$ cat src/rtl/fma16_pkg.sv
`timescale 1ns/1ps
package fma16_pkg;
  localparam int DEF_EXP_W  = 5;
  localparam int DEF_FRAC_W = 10;

  typedef struct packed {
    logic nan;
    logic inf;
    logic inf_sign;
  } spec_t;
endpackage

$ cat src/rtl/fma16_sigmul.sv
`timescale 1ns/1ps
// Array multiplier: one conditional row add per multiplier bit.
module fma16_sigmul #(
  parameter int N = 11
) (
  input  logic [N-1:0]   a,
  input  logic [N-1:0]   b,
  output logic [2*N-1:0] p
);
  logic [2*N-1:0] acc [N+1];

  assign acc[0] = '0;
  for (genvar i = 0; i < N; i++) begin : g_row
    assign acc[i+1] = acc[i] + (b[i] ? ((2*N)'(a) << i) : '0);
  end
  assign p = acc[N];
endmodule

$ cat src/rtl/fma16_align_add.sv
`timescale 1ns/1ps
// Places product and addend in one exact window and forms the signed-magnitude sum.
module fma16_align_add #(
  parameter int SW  = 11,
  parameter int WIN = 82,
  parameter int SHW = 7
) (
  input  logic [2*SW-1:0] prod,
  input  logic [SHW-1:0]  psh,
  input  logic [SW-1:0]   addend,
  input  logic [SHW-1:0]  csh,
  input  logic            sp,
  input  logic            sc,
  output logic [WIN-1:0]  sum,
  output logic            sign
);
  logic [WIN-1:0] pw, cw;

  always_comb begin
    pw = WIN'(prod) << psh;
    cw = WIN'(addend) << csh;
    if (sp == sc) begin
      sum  = pw + cw;
      sign = sp;
    end else if (pw >= cw) begin
      sum  = pw - cw;
      sign = sp;
    end else begin
      sum  = cw - pw;
      sign = sc;
    end
    // exact cancellation of opposite-sign terms yields +0
    if (sum == '0 && sp != sc) sign = 1'b0;
  end
endmodule

$ cat src/rtl/fma16_round.sv
`timescale 1ns/1ps
// Normalizes the exact sum and rounds it once, to nearest with ties to even.
module fma16_round #(
  parameter int EW   = 5,
  parameter int MW   = 10,
  parameter int WIN  = 82,
  parameter int SUBQ = 24
) (
  input  logic [WIN-1:0]   sum,
  input  logic             sign,
  output logic [EW+MW:0]   res
);
  localparam int SW    = MW + 1;
  localparam int SW1   = SW + 1;
  localparam int EMAXF = (1 << EW) - 1;

  int             lead, q, fld;
  logic [SW-1:0]  mant;
  logic [SW:0]    mr;
  logic [WIN-1:0] mask;
  logic           rb, st;

  always_comb begin
    lead = 0;
    for (int i = 0; i < WIN; i++) begin
      if (sum[i]) lead = i;
    end
    q    = (lead - MW > SUBQ) ? lead - MW : SUBQ;
    mant = SW'(sum >> q);
    rb   = sum[q-1];
    mask = (WIN'(1) << (q - 1)) - WIN'(1);
    st   = |(sum & mask);
    mr   = {1'b0, mant} + SW1'(rb & (st | mant[0]));
    if (mr[SW]) begin
      mr = mr >> 1;
      q  = q + 1;
    end
    fld = mr[SW-1] ? q - SUBQ + 1 : 0;
    if (fld >= EMAXF) res = {sign, {EW{1'b1}}, {MW{1'b0}}};
    else              res = {sign, EW'(fld), mr[MW-1:0]};
  end
endmodule

$ cat src/rtl/fma16_unit.sv
`timescale 1ns/1ps
module fma16_unit
  import fma16_pkg::*;
#(
  parameter int EW = DEF_EXP_W,
  parameter int MW = DEF_FRAC_W
) (
  input  logic             clk,
  input  logic             rst,
  input  logic             in_valid,
  input  logic [EW+MW:0]   in_a,
  input  logic [EW+MW:0]   in_b,
  input  logic [EW+MW:0]   in_c,
  output logic             out_valid,
  output logic [EW+MW:0]   out_result
);
  localparam int FW      = 1 + EW + MW;
  localparam int SW      = MW + 1;
  localparam int BIAS    = (1 << (EW - 1)) - 1;
  localparam int EMAXF   = (1 << EW) - 1;
  localparam int WLSB    = 2 * (BIAS - 1) + 2 * MW;       // window bit 0 weight 2^-WLSB
  localparam int SUBQ    = WLSB - (BIAS - 1) - MW;        // window index of subnormal lsb
  localparam int WIN     = 2 * (EMAXF - 1) - 2 * BIAS - 2 * MW + WLSB + 2 * SW + 2;
  localparam int SHW     = $clog2(WIN);
  localparam int PSH_ADJ = WLSB - 2 * BIAS - 2 * MW;
  localparam int CSH_ADJ = WLSB - BIAS - MW;
  localparam logic [FW-1:0] QNAN = {1'b0, {EW{1'b1}}, 1'b1, {(MW-1){1'b0}}};

  // stage 1: operand capture
  logic          v1;
  logic [FW-1:0] opq [3];

  always_ff @(posedge clk) begin
    if (rst) v1 <= 1'b0;
    else     v1 <= in_valid;
    opq[0] <= in_a;
    opq[1] <= in_b;
    opq[2] <= in_c;
  end

  // stage 2: unpack, multiply, classify
  logic [EW-1:0] ef [3];
  logic [MW-1:0] ff [3];
  logic [SW-1:0] sg [3];
  logic [EW-1:0] eb [3];
  logic          sn [3];
  logic          isinf [3];
  logic          isnan [3];
  logic          iszero [3];

  for (genvar k = 0; k < 3; k++) begin : g_unp
    assign sn[k]     = opq[k][FW-1];
    assign ef[k]     = opq[k][FW-2:MW];
    assign ff[k]     = opq[k][MW-1:0];
    assign sg[k]     = {|ef[k], ff[k]};
    assign eb[k]     = (|ef[k]) ? ef[k] : EW'(1);
    assign isinf[k]  = (&ef[k]) && (ff[k] == '0);
    assign isnan[k]  = (&ef[k]) && (|ff[k]);
    assign iszero[k] = (sg[k] == '0);
  end

  logic [2*SW-1:0] prod_c;
  logic [SHW-1:0]  psh_c, csh_c;
  logic            sp_c, infp_c;
  spec_t           spec_c;

  fma16_sigmul #(.N(SW)) u_mul (.a(sg[0]), .b(sg[1]), .p(prod_c));

  assign psh_c  = SHW'(int'(eb[0]) + int'(eb[1]) + PSH_ADJ);
  assign csh_c  = SHW'(int'(eb[2]) + CSH_ADJ);
  assign sp_c   = sn[0] ^ sn[1];
  assign infp_c = isinf[0] | isinf[1];

  always_comb begin
    spec_c.nan = isnan[0] | isnan[1] | isnan[2]
               | (isinf[0] & iszero[1]) | (isinf[1] & iszero[0])
               | (infp_c & isinf[2] & (sp_c != sn[2]));
    spec_c.inf      = infp_c | isinf[2];
    spec_c.inf_sign = infp_c ? sp_c : sn[2];
  end

  logic            v2, sp_q, sc_q;
  logic [2*SW-1:0] prod_q;
  logic [SHW-1:0]  psh_q, csh_q;
  logic [SW-1:0]   csig_q;
  spec_t           spec2;

  always_ff @(posedge clk) begin
    if (rst) v2 <= 1'b0;
    else     v2 <= v1;
    prod_q <= prod_c;
    psh_q  <= psh_c;
    csig_q <= sg[2];
    csh_q  <= csh_c;
    sp_q   <= sp_c;
    sc_q   <= sn[2];
    spec2  <= spec_c;
  end

  // stage 3: align and add
  logic [WIN-1:0] sum_c, sum_q;
  logic           sgn_c, sgn_q, v3;
  spec_t          spec3;

  fma16_align_add #(.SW(SW), .WIN(WIN), .SHW(SHW)) u_add (
    .prod(prod_q), .psh(psh_q), .addend(csig_q), .csh(csh_q),
    .sp(sp_q), .sc(sc_q), .sum(sum_c), .sign(sgn_c)
  );

  always_ff @(posedge clk) begin
    if (rst) v3 <= 1'b0;
    else     v3 <= v2;
    sum_q <= sum_c;
    sgn_q <= sgn_c;
    spec3 <= spec2;
  end

  // stage 4: normalize, round, special override
  logic [FW-1:0] rnd_c, fin_c;

  fma16_round #(.EW(EW), .MW(MW), .WIN(WIN), .SUBQ(SUBQ)) u_rnd (
    .sum(sum_q), .sign(sgn_q), .res(rnd_c)
  );

  always_comb begin
    if (spec3.nan)      fin_c = QNAN;
    else if (spec3.inf) fin_c = {spec3.inf_sign, {EW{1'b1}}, {MW{1'b0}}};
    else                fin_c = rnd_c;
  end

  always_ff @(posedge clk) begin
    if (rst) begin
      out_valid  <= 1'b0;
      out_result <= '0;
    end else begin
      out_valid <= v3;
      if (v3) out_result <= fin_c;
    end
  end
endmodule

$ cat config.mk
export PLATFORM = sky130hd
export DESIGN_NAME = fma16_unit
export DESIGN_NICKNAME = d
export VERILOG_FILES = /design/src/rtl/fma16_pkg.sv /design/src/rtl/fma16_sigmul.sv /design/src/rtl/fma16_align_add.sv /design/src/rtl/fma16_round.sv /design/src/rtl/fma16_unit.sv
export SDC_FILE = /design/constraint.sdc
export NUM_CORES = 2
export LEC_CHECK = 0
export ABC_AREA = 1
export BUFFER_PORTS_ARGS = -buffer_cell sky130_fd_sc_hd__buf_2
export CAP_MARGIN = 20
export CORE_MARGIN = 2
export CORE_UTILIZATION = 60
export CTS_CLUSTER_SIZE = 20
export DETAILED_ROUTE_END_ITERATION = 7
export MAX_ROUTING_LAYER = met4
export PLACE_DENSITY_LB_ADDON = 0.3
export SYNTH_ARGS = -nofsm -noshare
export SYNTH_HDL_FRONTEND = slang
export SYNTH_SLANG_ARGS = --single-unit
$ cat constraint.sdc
create_clock -name clk -period 7.35 [get_ports clk]
set_input_delay 1.1025 -clock clk [delete_from_list [all_inputs] [get_ports clk]]
set_output_delay 1.1025 -clock clk [all_outputs]
set_load 0.1 [all_outputs]
==> summary.md, run 1 <==
| Metric | Value |
|---|---|
| Worst endpoint after global-route timing repair | out_result[0]$_SDFFE_PP0P_/D |
| Gr usage total | 75.3% |
| Post-synth top area share | 16.2% |
| Async S/R FF share, synth | 0% |
| Number of clock sinks | 205 |
| Cell Area, Synth | 36,200 um^2 |
| Die X | 250 um |
| Dpl hpwl | 140 mm |
| Exit stage | 5_1_grt |
| Buffers on Ports | 67 |
| Largest net degree at the start of global routing | 54 |
| Row count | 90 |
| Final Wtd Congestion | 1.27 |
| Synth Register Bits | 205 |
| Clock Tree Root | clkbuf_16 |
| H-tree lvl count | 1 |
| Starting Density | 60.4% |
| Cells after DPL | 8,134 |
| Top_reg_cell synth | dfxtp_1 |
| Number of synthesized flops with an enable pin | 0 |
| Worst EP Category | sequential cell input |
| Syn avg cell area | 5.52 um^2 |
| Commonest cells in the synthesized netlist | nand2_1 (1,562), inv_1 (1,104), nor2_1 (788) |
| CTS Hold Bufs | 0 |
| Largest cells by area after synthesis | nand2_1 (16%), inv_1 (11%), dfxtp_1 (11%) |
| Max clock buf depth | 3 |
| Sequential cell area fraction in the yosys report | 11.3% |
| I/O pins | 68 |
| Post-synth cell types | 63 |
| Syn. warnings | 0 |
| First Err | [ERROR GRT-0232] Routing congestion too high. Check the congestion heatmap in the GUI. |
| Grt total ovfl | 84 |
| Die H | 250 um |
| Most frequent cell after synthesis | nand2_1 |
| Yosys top cell by area | nand2_1 |
| Outcome | stopped before the end |
| TritonCTS buffer count | 24 |
| Synthesized netlist cell count | 6,565 |
## metal layers
| layer | global-route usage (%) | overflow |
|---|---|---|
| met1 | 74.5 | 2 |
| met2 | 92.0 | 43 |
| met3 | 54.8 | 4 |
| met4 | 75.0 | 35 |
| met5 | - | - |
## metrics by stage
stage | setup TNS (ns) | hold WS [ns] | setup slack [ns] | utilization, % | area [um^2]
after global placement | -12.54 | 0.335 | -1.47 | 73.8 | 44300
after detailed placement | -18.60 | 0.345 | -1.60 | 73.8 | 44300
after floorplan | 0 | 0.310 | 0.00805 | - | 36500
after CTS | -9.29 | 0.355 | -0.852 | 79.3 | 47600
## kinds of logic after synthesis
family | after synthesis | synth area share [%]
other | 1 | 0.0103
adders and majority gates | 376 | 14.8
buffers and inverters | 1415 | 15.0
xor gates and xnor gates | 122 | 2.95
DFF | 205 | 11.3
muxes | 10 | 0.276
and+or+nand+nor | 3231 | 37.2
AOI/OAI and AO/OA | 1205 | 18.4
## repair_timing
action                     4_1_cts
setup endpoints to repair       34
hold endpoints to repair         0
gates cloned                     8
resized for setup              280
buffers inserted               159
pin swaps                      112
==> run 2: changes to the inputs <==
--- a/config.mk
+++ b/config.mk
@@ -9,11 +9,9 @@
 export BUFFER_PORTS_ARGS = -buffer_cell sky130_fd_sc_hd__buf_2
 export CAP_MARGIN = 20
 export CORE_MARGIN = 2
-export CORE_UTILIZATION = 60
-export CTS_CLUSTER_SIZE = 20
+export CORE_UTILIZATION = 40
 export DETAILED_ROUTE_END_ITERATION = 7
-export MAX_ROUTING_LAYER = met4
-export PLACE_DENSITY_LB_ADDON = 0.3
+export PLACE_DENSITY_LB_ADDON = 0.15
 export SYNTH_ARGS = -nofsm -noshare
 export SYNTH_HDL_FRONTEND = slang
 export SYNTH_SLANG_ARGS = --single-unit
==> constraint.sdc (replaced) <==
create_clock -name clk -period 9.6 [get_ports clk]
set_input_delay 1.44 -clock clk [delete_from_list [all_inputs] [get_ports clk]]
set_output_delay 1.44 -clock clk [all_outputs]
set_load 0.1 [all_outputs]
==> run 2 against run 1 <==
Effect of this change:
- the flow now finishes, with violations (design-rule violations)
- area after synthesis stayed put
- synthesized cell count is the same
==> summary.md, run 2 <==
| Metric | Value |
|---|---|
| Starting Density | 40.3% |
| Final Skew | 0.0307 ns |
| Violated checks | design-rule violations |
| Critical path type | reg2reg |
| Final hold violations | 0 |
| Crit-path slowest cell | a2111oi_0 |
| Global-route wire length before repair | 274 mm |
| Commonest cells in the synthesized netlist | nand2_1 (1,562), inv_1 (1,104), nor2_1 (788) |
| Vias in the first global route | 42,300 |
| Crit path launch | psh_q[0] |
| CTS tree | yes |
| Largest net degree at the start of global routing | 123 |
| CP Max Fanout | 33 |
| Filler Cell Count | 10,200 |
| Unrepaired setup endpoints after global routing | yes |
| Critical path arrival | 9.75 ns |
| Sequential cell area fraction in the yosys report | 11.3% |
| Post-route antenna net violation count | 0 |
| Outcome | finished, violations left |
| Storage element area | 4110 um^2 |
| Finished Layout Cells | 7,761 |
| Initial DRC Count | 4,870 |
| Cells after DPL | 7,687 |
| RR Endpoint | sgn_q |
| Slowest stage delay, CP | 0.92 ns |
| Row count | 110 |
| Number of synthesized flops with an enable pin | 0 |
| Largest cells by area after synthesis | nand2_1 (16%), inv_1 (11%), dfxtp_1 (11%) |
| Die H | 305 um |
| Top reg by flops | sum_q |
| Area Overhead vs Synth | 10.4% |
| Clock transition at path regs | 0.06 ns |
| Syn. warnings | 0 |
| Avg WL per Cell | 24.4 um |
| Drc violations | 1 |
| Clk Latency, worst-skew pair | 0.61 ns |
| FF-to-FF Start | psh_q[0] |
| R2R Setup Slk | 0.28 ns |
| TritonCTS buffer count | 27 |
| H-tree lvl count | 1 |
| Final period util | 97.1% |
| Antenna violations before repair | 4 |
| Final setup fails | 0 |
| Clock Tree Root | clkbuf_16 |
| Worst-Margin Slew | 1.24 ns |
| Area of the die | 93,000 um^2 |
| Dpl hpwl | 158 mm |
| Nature of the critical path endpoint | flop |
| Routed wire length | 190 mm |
| Crit start category | flop |
| Final Wtd Congestion | 1.09 |
| Synthesized netlist cell count | 6,565 |
| Max-slew headroom | 17.1% |
| Grt total ovfl | 0 |
| Multi-input logic area | 27,200 um^2 |
| Metal3 WL | 15.8 mm |
| Data required, critical path | 10.03 ns |
| Wire length on met2 | 83.7 mm |
| Core Util, Final | 44.5% |
| Post-synth cell types | 63 |
| Vias per inst | 5.76 |
| Layout cell share with drive strength beyond 1 | 7.26% |
| Most frequent cell after synthesis | nand2_1 |
| Max capacitance violation total | 0 |
| DR pass1 iterations | 8 |
| Commonest non-fill, non-tap cells in the layout | nand2_1 (1,539), inv_1 (1,100), nor2_1 (739), nand3_1 (673), a21oi_1 (547) |
| Max reg flops | 82 |
| Die X | 305 um |
| Async S/R FF share, synth | 0% |
| Syn avg cell area | 5.52 um^2 |
| # nets final | 6,991 |
| Max clock buf depth | 3 |
| Yosys top cell by area | nand2_1 |
| Number of clock sinks | 205 |
| Crit path time final | 9.32 ns |
| Buffers on Ports | 67 |
| Gr usage total | 39.2% |
| Fin. max-slew vios | 0 |
| Cell Area, Synth | 36,200 um^2 |
| Commonest non-fill, non-tap cell in the layout | nand2_1 |
| Core box area | 89,900 um^2 |
| Top sig layer | met5 |
| Largest registers | sum_q (82), opq (48), prod_q (22) |
| FF-to-FF path depth | 33 |
| Top_reg_cell synth | dfxtp_1 |
| Worst hold stages | 0 |
| I/O pins | 68 |
| Hold EP | spec3[1] |
| Post-synth top area share | 16.2% |
| Via count | 44,700 |
| Synth Register Bits | 205 |
| Hold path start | spec2[1] |
| Hold Path Class | reg2reg |
| Highest clock rate | 107 MHz |
| Post-Route M1 WL | 75.5 mm |
## run 2: cell counts after synthesis
No cell type changed its count.
## run 2: cell families (layout without fill, tap and decap cells)
family                   after synthesis  count (layout)  share of synthesized area, %
multiplexers                          10              10                         0.276
adder cells (fa/ha/maj)              376             376                          14.8
AND/OR/NAND/NOR                     3231            3232                          37.2
other                                  1               3                        0.0103
flip-flops                           205             205                          11.3
buffers and inverters               1415            1432                          15.0
XOR/XNOR                             122             122                          2.95
AO/OA/AOI/OAI                       1205            1205                          18.4
## run 2: stage by stage
step / area [um^2] / hold WS (ns) / setup slack, ns / setup TNS [ns]
final: 40000 / 0.329 / 0.279 / 0
after global routing: 40000 / 0.341 / -0.0462 / -0.0979
after CTS: 39200 / 0.332 / 0.0684 / 0
after detailed placement: 38200 / 0.318 / -0.0967 / -0.0967
after global placement: 38200 / 0.313 / -0.532 / -0.532
after floorplan: 36200 / 0.310 / 1.77 / 0
## run 2: worst max-delay path by stage
stage / end / slack [ns] / cells past startpoint
2_1_floorplan: sgn_q / 1.77 / 65
3_3_place_gp: sgn_q / -0.53 / 60
3_5_place_dp: sgn_q / -0.1 / 60
4_1_cts: sgn_q / 0.07 / 60
5_1_grt: out_result[0] / -0.05 / 112
6_report: sgn_q / 0.28 / 33
## run 2: worst max-delay path: cells and delay by family (launching register included)
family / cells / cell delay (ns)
AO/OA/AOI/OAI: 11 / 3.14
AND/OR/NAND/NOR: 12 / 2.72
buffers and inverters: 6 / 1.29
multiplexers: 2 / 0.86
flip-flops: 1 / 0.46
adder cells (fa/ha/maj): 1 / 0.43
XOR/XNOR: 1 / 0.24
## run 2: layer usage
layer  vias up  global-route usage, %
met5         -                      0
met3       523                   5.71
met2      2270                   62.9
met1     20800                   49.2
met4         2                   24.7
li1      21100                      -
## run 2: cell type report
type / count / area share (%)
Multi-Input combinational cell: 4947 / 68.0
Antenna cell: 1 / 0.00625
Clock inverter: 18 / 0.675
Timing Repair Buffer: 248 / 4.91
Inverter: 1135 / 10.7
Sequential cell: 205 / 10.3
Clock buffer: 31 / 1.78
Tap cell: 1176 / 3.68
## run 2: what timing repair did
action | in CTS | in global routing
buffers inserted | 0 | 19
gates resized for setup | 1 | 152
hold buffers | 0 | 0
endpoints found under the hold margin | 0 | 0
pin swaps | 0 | 29
endpoints found under the setup margin | 1 | 20
gates cloned | 0 | 5
Power of run 2 is not shown: default switching activity piles up to over one toggle a cycle in this logic, so the estimate is an artifact.
